$ cat src/rtl/iicr_pkg.sv
package iicr_pkg;
    typedef enum logic [3:0] {
        ST_IDLE,
        ST_START,
        ST_TX_BIT,
        ST_TX_ACK,
        ST_RX_BIT,
        ST_RX_ACK,
        ST_WAIT_TX,
        ST_WAIT_RX,
        ST_WAIT_STOP,
        ST_STOP
    } iicr_state_e;

    localparam int QUARTERS = 4;
    localparam int PH_W     = $clog2(QUARTERS);
    typedef logic [PH_W-1:0] iicr_phase_t;
endpackage

$ cat src/rtl/iicr_tick.sv
module iicr_tick #(
    parameter int DIV_W = 8
) (
    input  logic             clk,
    input  logic             rst_n,
    input  logic [DIV_W-1:0] div,
    output logic             tick
);
    logic [DIV_W-1:0] cnt;

    always_ff @(posedge clk or negedge rst_n) begin
        if (!rst_n) begin
            cnt  <= '0;
            tick <= 1'b0;
        end else if (cnt >= div) begin
            cnt  <= '0;
            tick <= 1'b1;
        end else begin
            cnt  <= cnt + DIV_W'(1);
            tick <= 1'b0;
        end
    end
endmodule

$ cat src/rtl/iicr_sync.sv
module iicr_sync #(
    parameter int WIDTH  = 1,
    parameter int STAGES = 2
) (
    input  logic             clk,
    input  logic             rst_n,
    input  logic [WIDTH-1:0] d,
    output logic [WIDTH-1:0] q
);
    localparam int DEPTH = (STAGES < 2) ? 2 : STAGES;

    for (genvar g = 0; g < WIDTH; g++) begin : g_bit
        logic [DEPTH-1:0] sr;
        always_ff @(posedge clk or negedge rst_n) begin
            if (!rst_n) sr <= '1;
            else        sr <= {sr[DEPTH-2:0], d[g]};
        end
        assign q[g] = sr[DEPTH-1];
    end
endmodule

$ cat src/rtl/iic_read_master.sv
module iic_read_master
    import iicr_pkg::*;
#(
    parameter int DIV_W       = 8,
    parameter int BYTE_W      = 8,
    parameter int SYNC_STAGES = 2
) (
    input  logic              clk,
    input  logic              rst_n,
    input  logic [DIV_W-1:0]  quarter_div,
    input  logic              dat_wr,
    input  logic [BYTE_W-1:0] dat_wdata,
    input  logic              dat_rd,
    output logic [BYTE_W-1:0] dat_rdata,
    input  logic              go_start,
    input  logic              go_stop,
    input  logic              nak_next,
    output logic              rx_full,
    output logic              nack_flag,
    output logic              ack_flag,
    output logic              start_pend,
    output logic              stop_pend,
    output logic              busy,
    input  logic              sda_in,
    output logic              scl_drive_low,
    output logic              sda_drive_low
);
    localparam int                CNT_W  = $clog2(BYTE_W);
    localparam logic [CNT_W-1:0]  LAST   = CNT_W'(BYTE_W - 1);
    localparam iicr_phase_t       PH_SET = iicr_phase_t'(1);
    localparam iicr_phase_t       PH_SMP = iicr_phase_t'(2);
    localparam iicr_phase_t       PH_END = iicr_phase_t'(QUARTERS - 1);

    iicr_state_e       state, nstate;
    iicr_phase_t       phase, nphase;
    logic              tick, slot_end, sda_s;
    logic [BYTE_W-1:0] shreg, data_q;
    logic [CNT_W-1:0]  bitcnt;
    logic              tx_pend, rdrf, start_q, stop_q, ncki, ack_q;
    logic              nak_lat, rd_mode, samp;
    logic              scl_q, sda_q;

    iicr_tick #(.DIV_W(DIV_W)) u_tick (
        .clk  (clk),
        .rst_n(rst_n),
        .div  (quarter_div),
        .tick (tick)
    );

    iicr_sync #(.WIDTH(1), .STAGES(SYNC_STAGES)) u_sync (
        .clk  (clk),
        .rst_n(rst_n),
        .d    (sda_in),
        .q    (sda_s)
    );

    assign slot_end = tick && (phase == PH_END);
    assign nphase   = tick ? phase + iicr_phase_t'(1) : phase;

    // next-state decision, taken only at the end of a bit slot
    always_comb begin
        nstate = state;
        if (slot_end) begin
            unique case (state)
                ST_IDLE:      if (start_q) nstate = ST_START;
                ST_START:     nstate = ST_TX_BIT;
                ST_TX_BIT:    if (bitcnt == LAST) nstate = ST_TX_ACK;
                ST_TX_ACK:    if (samp)         nstate = ST_WAIT_STOP;
                              else if (rd_mode) nstate = ST_WAIT_RX;
                              else              nstate = ST_WAIT_TX;
                ST_RX_BIT:    if (bitcnt == LAST) nstate = ST_RX_ACK;
                ST_RX_ACK:    nstate = nak_lat ? ST_WAIT_STOP : ST_WAIT_RX;
                ST_WAIT_TX:   if (stop_q)       nstate = ST_STOP;
                              else if (start_q) nstate = ST_START;
                              else if (tx_pend) nstate = ST_TX_BIT;
                ST_WAIT_RX:   if (stop_q)       nstate = ST_STOP;
                              else if (!rdrf)   nstate = ST_RX_BIT;
                ST_WAIT_STOP: if (stop_q) nstate = ST_STOP;
                ST_STOP:      nstate = ST_IDLE;
                default:      nstate = ST_IDLE;
            endcase
        end
    end

    // state register with the byte datapath and software-visible bits
    always_ff @(posedge clk or negedge rst_n) begin
        if (!rst_n) begin
            state   <= ST_IDLE;
            phase   <= '0;
            shreg   <= '0;
            data_q  <= '0;
            bitcnt  <= '0;
            tx_pend <= 1'b0;
            rdrf    <= 1'b0;
            start_q <= 1'b0;
            stop_q  <= 1'b0;
            ncki    <= 1'b0;
            ack_q   <= 1'b0;
            nak_lat <= 1'b0;
            rd_mode <= 1'b0;
            samp    <= 1'b0;
        end else begin
            state <= nstate;
            phase <= nphase;
            if (go_start) start_q <= 1'b1;
            if (go_stop)  stop_q  <= 1'b1;
            if (dat_wr) begin
                data_q  <= dat_wdata;
                tx_pend <= 1'b1;
            end
            if (dat_rd) rdrf <= 1'b0;
            if (tick && phase == PH_SMP) begin
                if (state == ST_RX_BIT) shreg <= {shreg[BYTE_W-2:0], sda_s};
                if (state == ST_TX_ACK) samp  <= sda_s;
            end
            if (slot_end) begin
                case (state)
                    ST_IDLE: if (!start_q && stop_q) stop_q <= 1'b0;
                    ST_START: begin
                        start_q <= 1'b0;
                        shreg   <= data_q;
                        rd_mode <= data_q[0];
                        tx_pend <= 1'b0;
                        bitcnt  <= '0;
                    end
                    ST_TX_BIT: begin
                        shreg  <= {shreg[BYTE_W-2:0], 1'b0};
                        bitcnt <= bitcnt + CNT_W'(1);
                    end
                    ST_TX_ACK: begin
                        ack_q <= ~samp;
                        if (samp) ncki <= 1'b1;
                    end
                    ST_RX_BIT: begin
                        bitcnt <= bitcnt + CNT_W'(1);
                        if (bitcnt == LAST) nak_lat <= nak_next;
                    end
                    ST_RX_ACK: begin
                        data_q <= shreg;
                        rdrf   <= 1'b1;
                        if (nak_lat) ncki <= 1'b1;
                    end
                    ST_WAIT_TX: if (!stop_q && !start_q && tx_pend) begin
                        shreg   <= data_q;
                        tx_pend <= 1'b0;
                        bitcnt  <= '0;
                    end
                    ST_WAIT_RX: bitcnt <= '0;
                    ST_STOP: begin
                        stop_q <= 1'b0;
                        ncki   <= 1'b0;
                    end
                    default: ;
                endcase
            end
        end
    end

    // pad drive: SCL low in quarters 0-1, SDA updated in quarter 1
    always_ff @(posedge clk or negedge rst_n) begin
        if (!rst_n) begin
            scl_q <= 1'b0;
            sda_q <= 1'b0;
        end else if (tick) begin
            unique case (nstate)
                ST_IDLE: begin
                    scl_q <= 1'b0;
                    sda_q <= 1'b0;
                end
                ST_START: begin
                    scl_q <= ~nphase[PH_W-1];
                    if (nphase == PH_SET)      sda_q <= 1'b0;
                    else if (nphase == PH_END) sda_q <= 1'b1;
                end
                ST_STOP: begin
                    scl_q <= ~nphase[PH_W-1];
                    if (nphase == PH_SET)      sda_q <= 1'b1;
                    else if (nphase == PH_END) sda_q <= 1'b0;
                end
                ST_TX_BIT: begin
                    scl_q <= ~nphase[PH_W-1];
                    if (nphase == PH_SET) sda_q <= ~shreg[BYTE_W-1];
                end
                ST_TX_ACK, ST_RX_BIT: begin
                    scl_q <= ~nphase[PH_W-1];
                    if (nphase == PH_SET) sda_q <= 1'b0;
                end
                ST_RX_ACK: begin
                    scl_q <= ~nphase[PH_W-1];
                    if (nphase == PH_SET) sda_q <= ~nak_lat;
                end
                ST_WAIT_TX, ST_WAIT_RX, ST_WAIT_STOP: begin
                    scl_q <= 1'b1;
                    if (nphase == PH_SET) sda_q <= 1'b0;
                end
                default: begin
                    scl_q <= 1'b0;
                    sda_q <= 1'b0;
                end
            endcase
        end
    end

    assign scl_drive_low = scl_q;
    assign sda_drive_low = sda_q;
    assign dat_rdata     = data_q;
    assign rx_full       = rdrf;
    assign nack_flag     = ncki;
    assign ack_flag      = ack_q;
    assign start_pend    = start_q;
    assign stop_pend     = stop_q;
    assign busy          = (state != ST_IDLE);
endmodule

$ cat config.mk
export PLATFORM = sky130hd
export DESIGN_NAME = iic_read_master
export DESIGN_NICKNAME = d
export VERILOG_FILES = /design/src/rtl/iicr_pkg.sv /design/src/rtl/iicr_tick.sv /design/src/rtl/iicr_sync.sv /design/src/rtl/iic_read_master.sv
export SDC_FILE = /design/constraint.sdc
export NUM_CORES = 1
export LEC_CHECK = 0
export ABC_AREA = 1
export CAP_MARGIN = 40
export CORE_UTILIZATION = 41
export DETAILED_ROUTE_END_ITERATION = 10
export PLACE_DENSITY = 0.71
export SYNTH_ARGS = -nofsm -noshare
export SYNTH_HDL_FRONTEND = slang
export SYNTH_SLANG_ARGS = --single-unit
$ cat constraint.sdc
create_clock -name clk -period 1.6 [get_ports clk]
set_input_delay 0.32 -clock clk [delete_from_list [all_inputs] [get_ports clk]]
set_output_delay 0.32 -clock clk [all_outputs]
set_load 0.05 [all_outputs]
==> Yosys cells after proc, flatten, opt, wreduce, memory -nomap -nowiden <==
Cells that the tools add are included.
{ "totals": {"inputBits": 24, "register_bits": 47, "out_inout_bits": 16} }
{ "classes": {"n_reduce_logical": 23, "n_eq_ne": 31, "magnitude_cmp": 1, "bitwise": 4, "n_mux": 53, "addsub": 3} }
{ "ops": {"columns": ["operator", "count"], "rows": [
  ["$mux W8", 8],
  ["$mux W4", 12],
  ["$pmux W4 S9", 1],
  ["$eq A4 B3 Y1 const B", 8],
  ["$pmux W8 S3", 1],
  ["$mux W1", 23],
  ["$eq A4 B2 Y1 const B", 4],
  ["$eq A4 B4 Y1 const B", 4],
  ["$ne A2 B2 Y1 const B", 5],
  ["$pmux W3 S3", 1],
  ["$add A8 B1 Y8 const B", 1],
  ["$eq A4 B1 Y1 const B", 2],
  ["$ge A8 B8 Y1", 1],
  ["$eq A2 B2 Y1 const B", 3],
  ["$ne A3 B3 Y1 const B", 2],
  ["$pmux W1 S2", 3],
  ["$reduce_and A2 Y1", 3],
  ["$reduce_and A3 Y1", 2],
  ["$reduce_and A6 Y1", 1],
  ["$reduce_bool A3 Y1", 2],
  ["$reduce_or A6 Y1", 1],
  ["$logic_and A1 B1 Y1", 5],
  ["$pmux W1 S5", 1],
  ["$reduce_or A5 Y1", 1],
  ["other kinds (15)", 20]
]} }

==> Longest topological paths before layout <==
{ "logic_depth": {"ltp_word": 9, "ltp_mapped": 17} }

==> By module <==
From an unflattened synthesis, not the netlist that was laid out.
{ "hier_totals": {"hier_cells": 382, "area_unflattened_um2": 2840.2} }
{ "by_module_without_submodules": {"columns": ["module", "cells_per_inst", "area_per_inst_um2", "seq_area_each_um2", "instances"], "rows": [
  ["iic_read_master", 309, 2184.6, 900.9, 1],
  ["iicr_tick", 71, 603.1, 225.2, 1],
  ["iicr_sync", 2, 52.6, 52.6, 1]
]} }

==> Worst setup path before layout <==
OpenSTA, ideal clock, no wires.
{ "synth_timing": {"kind": "register to register", "startpoint": "register stop_q, in the netlist stop_pend", "endpoint": "register sda_q, in the netlist sda_drive_low", "period_less_slack_ns": 1.872, "t_arrival_ns": 1.752, "setup_time_ns": 0.119, "t_required_ns": 1.481, "stages_incl_launch_ff": 14, "setup_slack_ns": -0.272, "cell_sequence": "dfrtp_1 inv_1 nand3_1 nand2_1 nor2_1 nor2_2 nor2_4 inv_2 nor2_2 nand2_2 nand2_2 nand2_2 nand3_1 nand2_1"} }
{ "synth_between": {"elab_chain_cells": 7} }
{ "synth_lines": {"columns": ["item", "line_no", "source"], "rows": [
  ["start: declaration", "iic_read_master.sv:39", "logic tx_pend, rdrf, start_q, stop_q, ncki, ack_q;"],
  ["start signal: assignment", "iic_read_master.sv:96", "stop_q <= 1'b0;"],
  ["start signal: assignment", "iic_read_master.sv:106", "if (go_stop) stop_q <= 1'b1;"],
  ["start signal: assignment", "iic_read_master.sv:118", "ST_IDLE: if (!start_q && stop_q) stop_q <= 1'b0;"],
  ["$mux W4, on equally long branches", "iic_read_master.sv:78, iic_read_master.sv:73, iic_read_master.sv:76", null],
  ["$pmux W4 S9 *", "iic_read_master.sv:64", "unique case (state)"],
  ["$mux W4 *", "iic_read_master.sv:63", "if (slot_end) begin"],
  ["net nstate[2]", "iic_read_master.sv:34", "iicr_state_e state, nstate;"],
  ["$eq A4 B3 Y1, or another cell as far along", "iic_read_master.sv:165", "unique case (nstate)"],
  ["$reduce_or A5 Y1 (no line)", null, null],
  ["$ne A2 B1 Y1 (no line)", null, null],
  ["$reduce_and A6 Y1 (no line)", null, null],
  ["end signal: assignment", "iic_read_master.sv:182", "if (nphase == PH_SET) sda_q <= ~shreg[BYTE_W-1];"],
  ["end signal: assignment", "iic_read_master.sv:190", "if (nphase == PH_SET) sda_q <= ~nak_lat;"],
  ["end: declaration", "iic_read_master.sv:41", "logic scl_q, sda_q;"]
]} }
The timed path passes the listed nets; every way through them passes the cells marked *.
A chain may end at the register's enable or synchronous reset.

==> Final worst setup path <==
{ "layout_timing": {"startpoint": "register state[3]", "endpoint": "register sda_q, in the netlist sda_drive_low"} }
{ "layout_lines": {"columns": ["item", "line_no", "source"], "rows": [
  ["start: declaration", "iic_read_master.sv:34", null],
  ["start signal: assignment", "iic_read_master.sv:103", "state <= nstate;"],
  ["$eq A4 B4 Y1, or another cell as far along", "iic_read_master.sv:64", null],
  ["$pmux W4 S9 *", "iic_read_master.sv:64", null],
  ["$mux W4 *", "iic_read_master.sv:63", null],
  ["net nstate[0]", "iic_read_master.sv:34", null],
  ["$eq A4 B3 Y1, or another cell as far along", "iic_read_master.sv:165", null],
  ["$reduce_or A5 Y1 (no line)", null, null],
  ["$ne A2 B1 Y1 (no line)", null, null],
  ["$reduce_and A6 Y1 (no line)", null, null]
]} }
Marks and branches as above.

==> results.md <==
* Static Leak at 2.01 nW
* Worst skew pair latency at 0.32 ns
* Hold Path Class: register to register
* Post-synth top area share at 39.1%
* Synthesized cell area at 0.00288 sq mm
* Gp weighted congestion at 0.850
* Comb power frac at between 50 and 60%
* Crit Path Class: register to register
* Share of cells above drive strength 1 at 33.6%
* Port Buffer Count at 39
* First-pass GRT wire length at 12.5 mm
* RSZ-0062 raised after global routing: yes
* Post-Syn Instances at 382
* Startpoint Class: register
* Net Sw Frac at 42.5%
* Chip width at 85.8 um
* Initial antenna violation count at 0
* Antenna cell count at 0
* Placement Setup Slack at -0.391 ns
* Drt pass-1 iters at 4
* Post-route DRC at 0
* Final hold viol count at 0
* Fraction of the mapped netlist area in simple logic gates at between 20% and 30%
* Fin nets at just over 500
* Post-Syn Nets at 419
* Nature of the critical path endpoint: register
* Tmin final at 1.81 ns
* Switch Pwr at 0.00228 W
* Clk slew on worst S/H paths at 0.09 ns
* Worst-Margin Slew at 0.365 ns
* Syn Area/Cell at 7.54 sq um
* Ys Warns at 0
* Worst vdd ir at 579 uV
* Worst EP required at 1.82 ns
* Slew Limit Headroom at about three quarters
* Dpl hpwl at 5.24 mm
* CTS root buf: clkbuf_8
* DR WL/cell at 13.4 um
* Row Count at 30
* Pins Over Slew Limit at 0
* Setup WS post-layout at -0.209 ns
* CP Max Fanout at 5
* Violated checks: negative setup slack
* Critical R2R Launch: state[3]$_DFF_PN0_
* Internal power at 0.00309 W
* CTS tree: done
* FF+latch count, synth at 47
* Post-layout util at between 60% and 70%
* Worst setup path endpoint: sda_drive_low$_DFFE_PN0P_
* Final wirelength at 7.66 mm
* Vias at 2,805
* CTS Buf Count at 5
* Die Y at 85.8 um
* Mux share of post-synthesis cell area at 0%
* DR iter-0 viols at 113
* Compound-cell area share of the yosys netlist at 12.9%
* GR Util All Layers at between 20% and 30%
* Post-route antenna net violation count at 0
* Crit path DAT at 2.03 ns
* Status: complete, but fails checks
* Die Area at 0.00736 sq mm
* Final setup fails at 13
* Flop pwr share at 33.7%
* Fmax at 0.553 GHz
* Sink Count at between 40 and 50
* Flop2flop setup slack at -0.21 ns
* I/O Pins at 40
* GRT overflow at 0
* CTS max path bufs at 2
* H-tree lvl count at 2
* Clock skew at about 0.0034 ns
* Cells on worst reg2reg path at 16
* Post-synthesis cell type count at 37
* Via density at 4.90
* Max cap viols at 0
* Synth top area cells: dfrtp_1 (39%), nand2_1 (12%), inv_1 (7.7%)
* Clock power frac at between 10 and 15%
* Worst setup path start: state[3]$_DFF_PN0_
* Adder-cell share of the synthesized area at 5.65%
* Largest net degree at the start of global routing at 36
* Core area at 0.00679 sq mm
* Power density over cell area at 1280 mW/mm^2
* Starting Density at between 40% and 50%
* Area grow syn2layout at 46.4%
* Reg-to-Reg End: sda_drive_low$_DFFE_PN0P_
* Post-synthesis sequential area ratio at 40.9%
* Largest family of logic cells by synthesized area: simple AND/OR/NAND/NOR gates
* Post-Synth XOR/XNOR Area at 0.913%
* Vias in the first global route at 2,754
* Period Utilization, post-route at 113%
* Cell taking the most area after synthesis: dfrtp_1
[cells by family after synthesis]
family / count (synthesis)
AND/OR/NAND/NOR: 182
buffers and inverters: 74
AO/OA/AOI/OAI: 63
XOR/XNOR: 3
flip-flops: 47
adder cells (fa/ha/maj): 13
[cell usage after synthesis (all sizes together)]
| cell type | instances |
|---|---|
| a21oi | 14 |
| and3 | 1 |
| buf | 4 |
| clkbuf | 3 |
| clkinv | 1 |
| dfrtp | 45 |
| dfstp | 2 |
| ha | 13 |
| inv | 66 |
| nand2 | 103 |
| nand3 | 29 |
| nand3b | 1 |
| nand4 | 1 |
| nor2 | 42 |
| nor3 | 3 |
| nor3b | 2 |
| o2111ai | 1 |
| o21ai | 38 |
| o221ai | 7 |
| o22a | 1 |
| o22ai | 1 |
| o31ai | 1 |
| xnor2 | 1 |
| xor2 | 2 |
[power by group through the flow]
stage | logic [W] | registers [W] | clock network, W
after floorplan | 0.00127 | 0.00188 | 0
after global placement | 0.00223 | 0.00179 | 0
after detailed placement | 0.00230 | 0.00180 | 0
after CTS | 0.00250 | 0.00179 | 0.000778
after global routing | 0.00308 | 0.00185 | 0.000834
final | 0.00280 | 0.00181 | 0.000767
[flip-flops by register name, summed over array words and instances, names as in the netlist]
| signal | count |
|---|---|
| u_tick.tick | 1 |
| u_tick.cnt | 8 |
| scl_drive_low | 1 |
| u_sync.g_bit.sr | 2 |
| shreg | 8 |
| samp | 1 |
| sda_drive_low | 1 |
| ack_flag | 1 |
| nak_lat | 1 |
| state | 4 |
| tx_pend | 1 |
| rd_mode | 1 |
| phase | 2 |
| nack_flag | 1 |
| stop_pend | 1 |
| bitcnt | 3 |
| start_pend | 1 |
| dat_rdata | 8 |
| rx_full | 1 |
[area by class of cell]
class | count | area (sq um)
timing repair inverter | 1 | 5.00
inverter | 67 | 260
clock buffer | 5 | 68.8
clock inverter | 3 | 22.5
fill | 577 | 2580
sequential | 47 | 1180
multi-input combinational | 262 | 1650
timing repair buffer | 91 | 903
tap | 96 | 120
[cells in the final DEF, fill, tap and decap left out, types with 2 or more instances in the layout]
cell / n
inv_1: 54
dfrtp_2: 5
inv_4: 3
dfrtp_1: 40
nand3_2: 5
nor3b_2: 2
buf_6: 6
o21ai_1: 3
nor3_2: 2
a21oi_1: 6
nand3_1: 23
buf_4: 50
o21ai_0: 32
clkinv_2: 3
inv_2: 9
ha_1: 7
o21ai_2: 2
nor2_2: 10
clkdlybuf4s50_1: 20
nand2_1: 89
nor2_4: 8
buf_12: 11
dfstp_2: 2
a21oi_2: 7
dlymetal6s2s_1: 2
nand2_4: 5
ha_4: 5
nand2_2: 9
nor2_1: 24
xor2_1: 2
o221ai_1: 6
clkbuf_8: 5
[per-layer routing]
layer	vias to the layer above	routed length (um)	global-route usage, %
met4	0	119	6.97
met3	10	276	4.43
li1	1411	-	-
met1	1331	3420	26.7
met2	53	3850	38.4
met5	-	0	0
[critical path: stages (launching register included)]
cell and delay, ns:
dfrtp_1 0.42, buf_6 0.15, nor2_4 0.14, buf_4 0.13, nand3_1 0.09, nand3_1 0.09, nor2_1 0.04, nand2_1 0.08
nand2_1 0.07, nand2_2 0.11, nor2_2 0.05, nand2_2 0.07, nand2_2 0.06, nand2_2 0.06, nand2_1 0.05, nand2_1 0.05
nand2_1 0.04
[timing repair]
item,CTS,global route
endpoints found under the setup margin,19,34
resized for setup,29,36
pin swaps,14,13
hold buffers,1,0
endpoints found under the hold margin,12,0
buffers inserted,5,5
gates cloned,3,0
[stage by stage]
stage / hold WS (ns) / cells / instance area (sq um) / power (W) / setup TNS (ns)
final: 0.362 / 572 / 4210 / 0.00538 / -0.941
after global routing: 0.364 / 572 / 4210 / 0.00576 / -2.89
after CTS: 0.362 / 567 / 4020 / 0.00507 / -0.469
after detailed placement: 0.247 / 550 / 3770 / 0.00410 / -5.15
after global placement: 0.246 / 550 / 3770 / 0.00402 / -3.90
after floorplan: 0.0244 / 382 / 2910 / 0.00316 / -0.161
[worst min path at each step]
stage / from / endpoint / cells after the start
global placement: rst_n / stop_pend$_DFF_PN0_ / 1
global route: u_sync.g_bit[0].sr[0]$_DFF_PN1_ / u_sync.g_bit[0].sr[1]$_DFF_PN1_ / 0
detailed placement: rst_n / stop_pend$_DFF_PN0_ / 1
CTS: u_sync.g_bit[0].sr[0]$_DFF_PN1_ / u_sync.g_bit[0].sr[1]$_DFF_PN1_ / 0
floorplan: rst_n / ack_flag$_DFFE_PN0P_ / 0
finish: u_sync.g_bit[0].sr[0]$_DFF_PN1_ / u_sync.g_bit[0].sr[1]$_DFF_PN1_ / 0
Power figures use the tool's default switching activity.
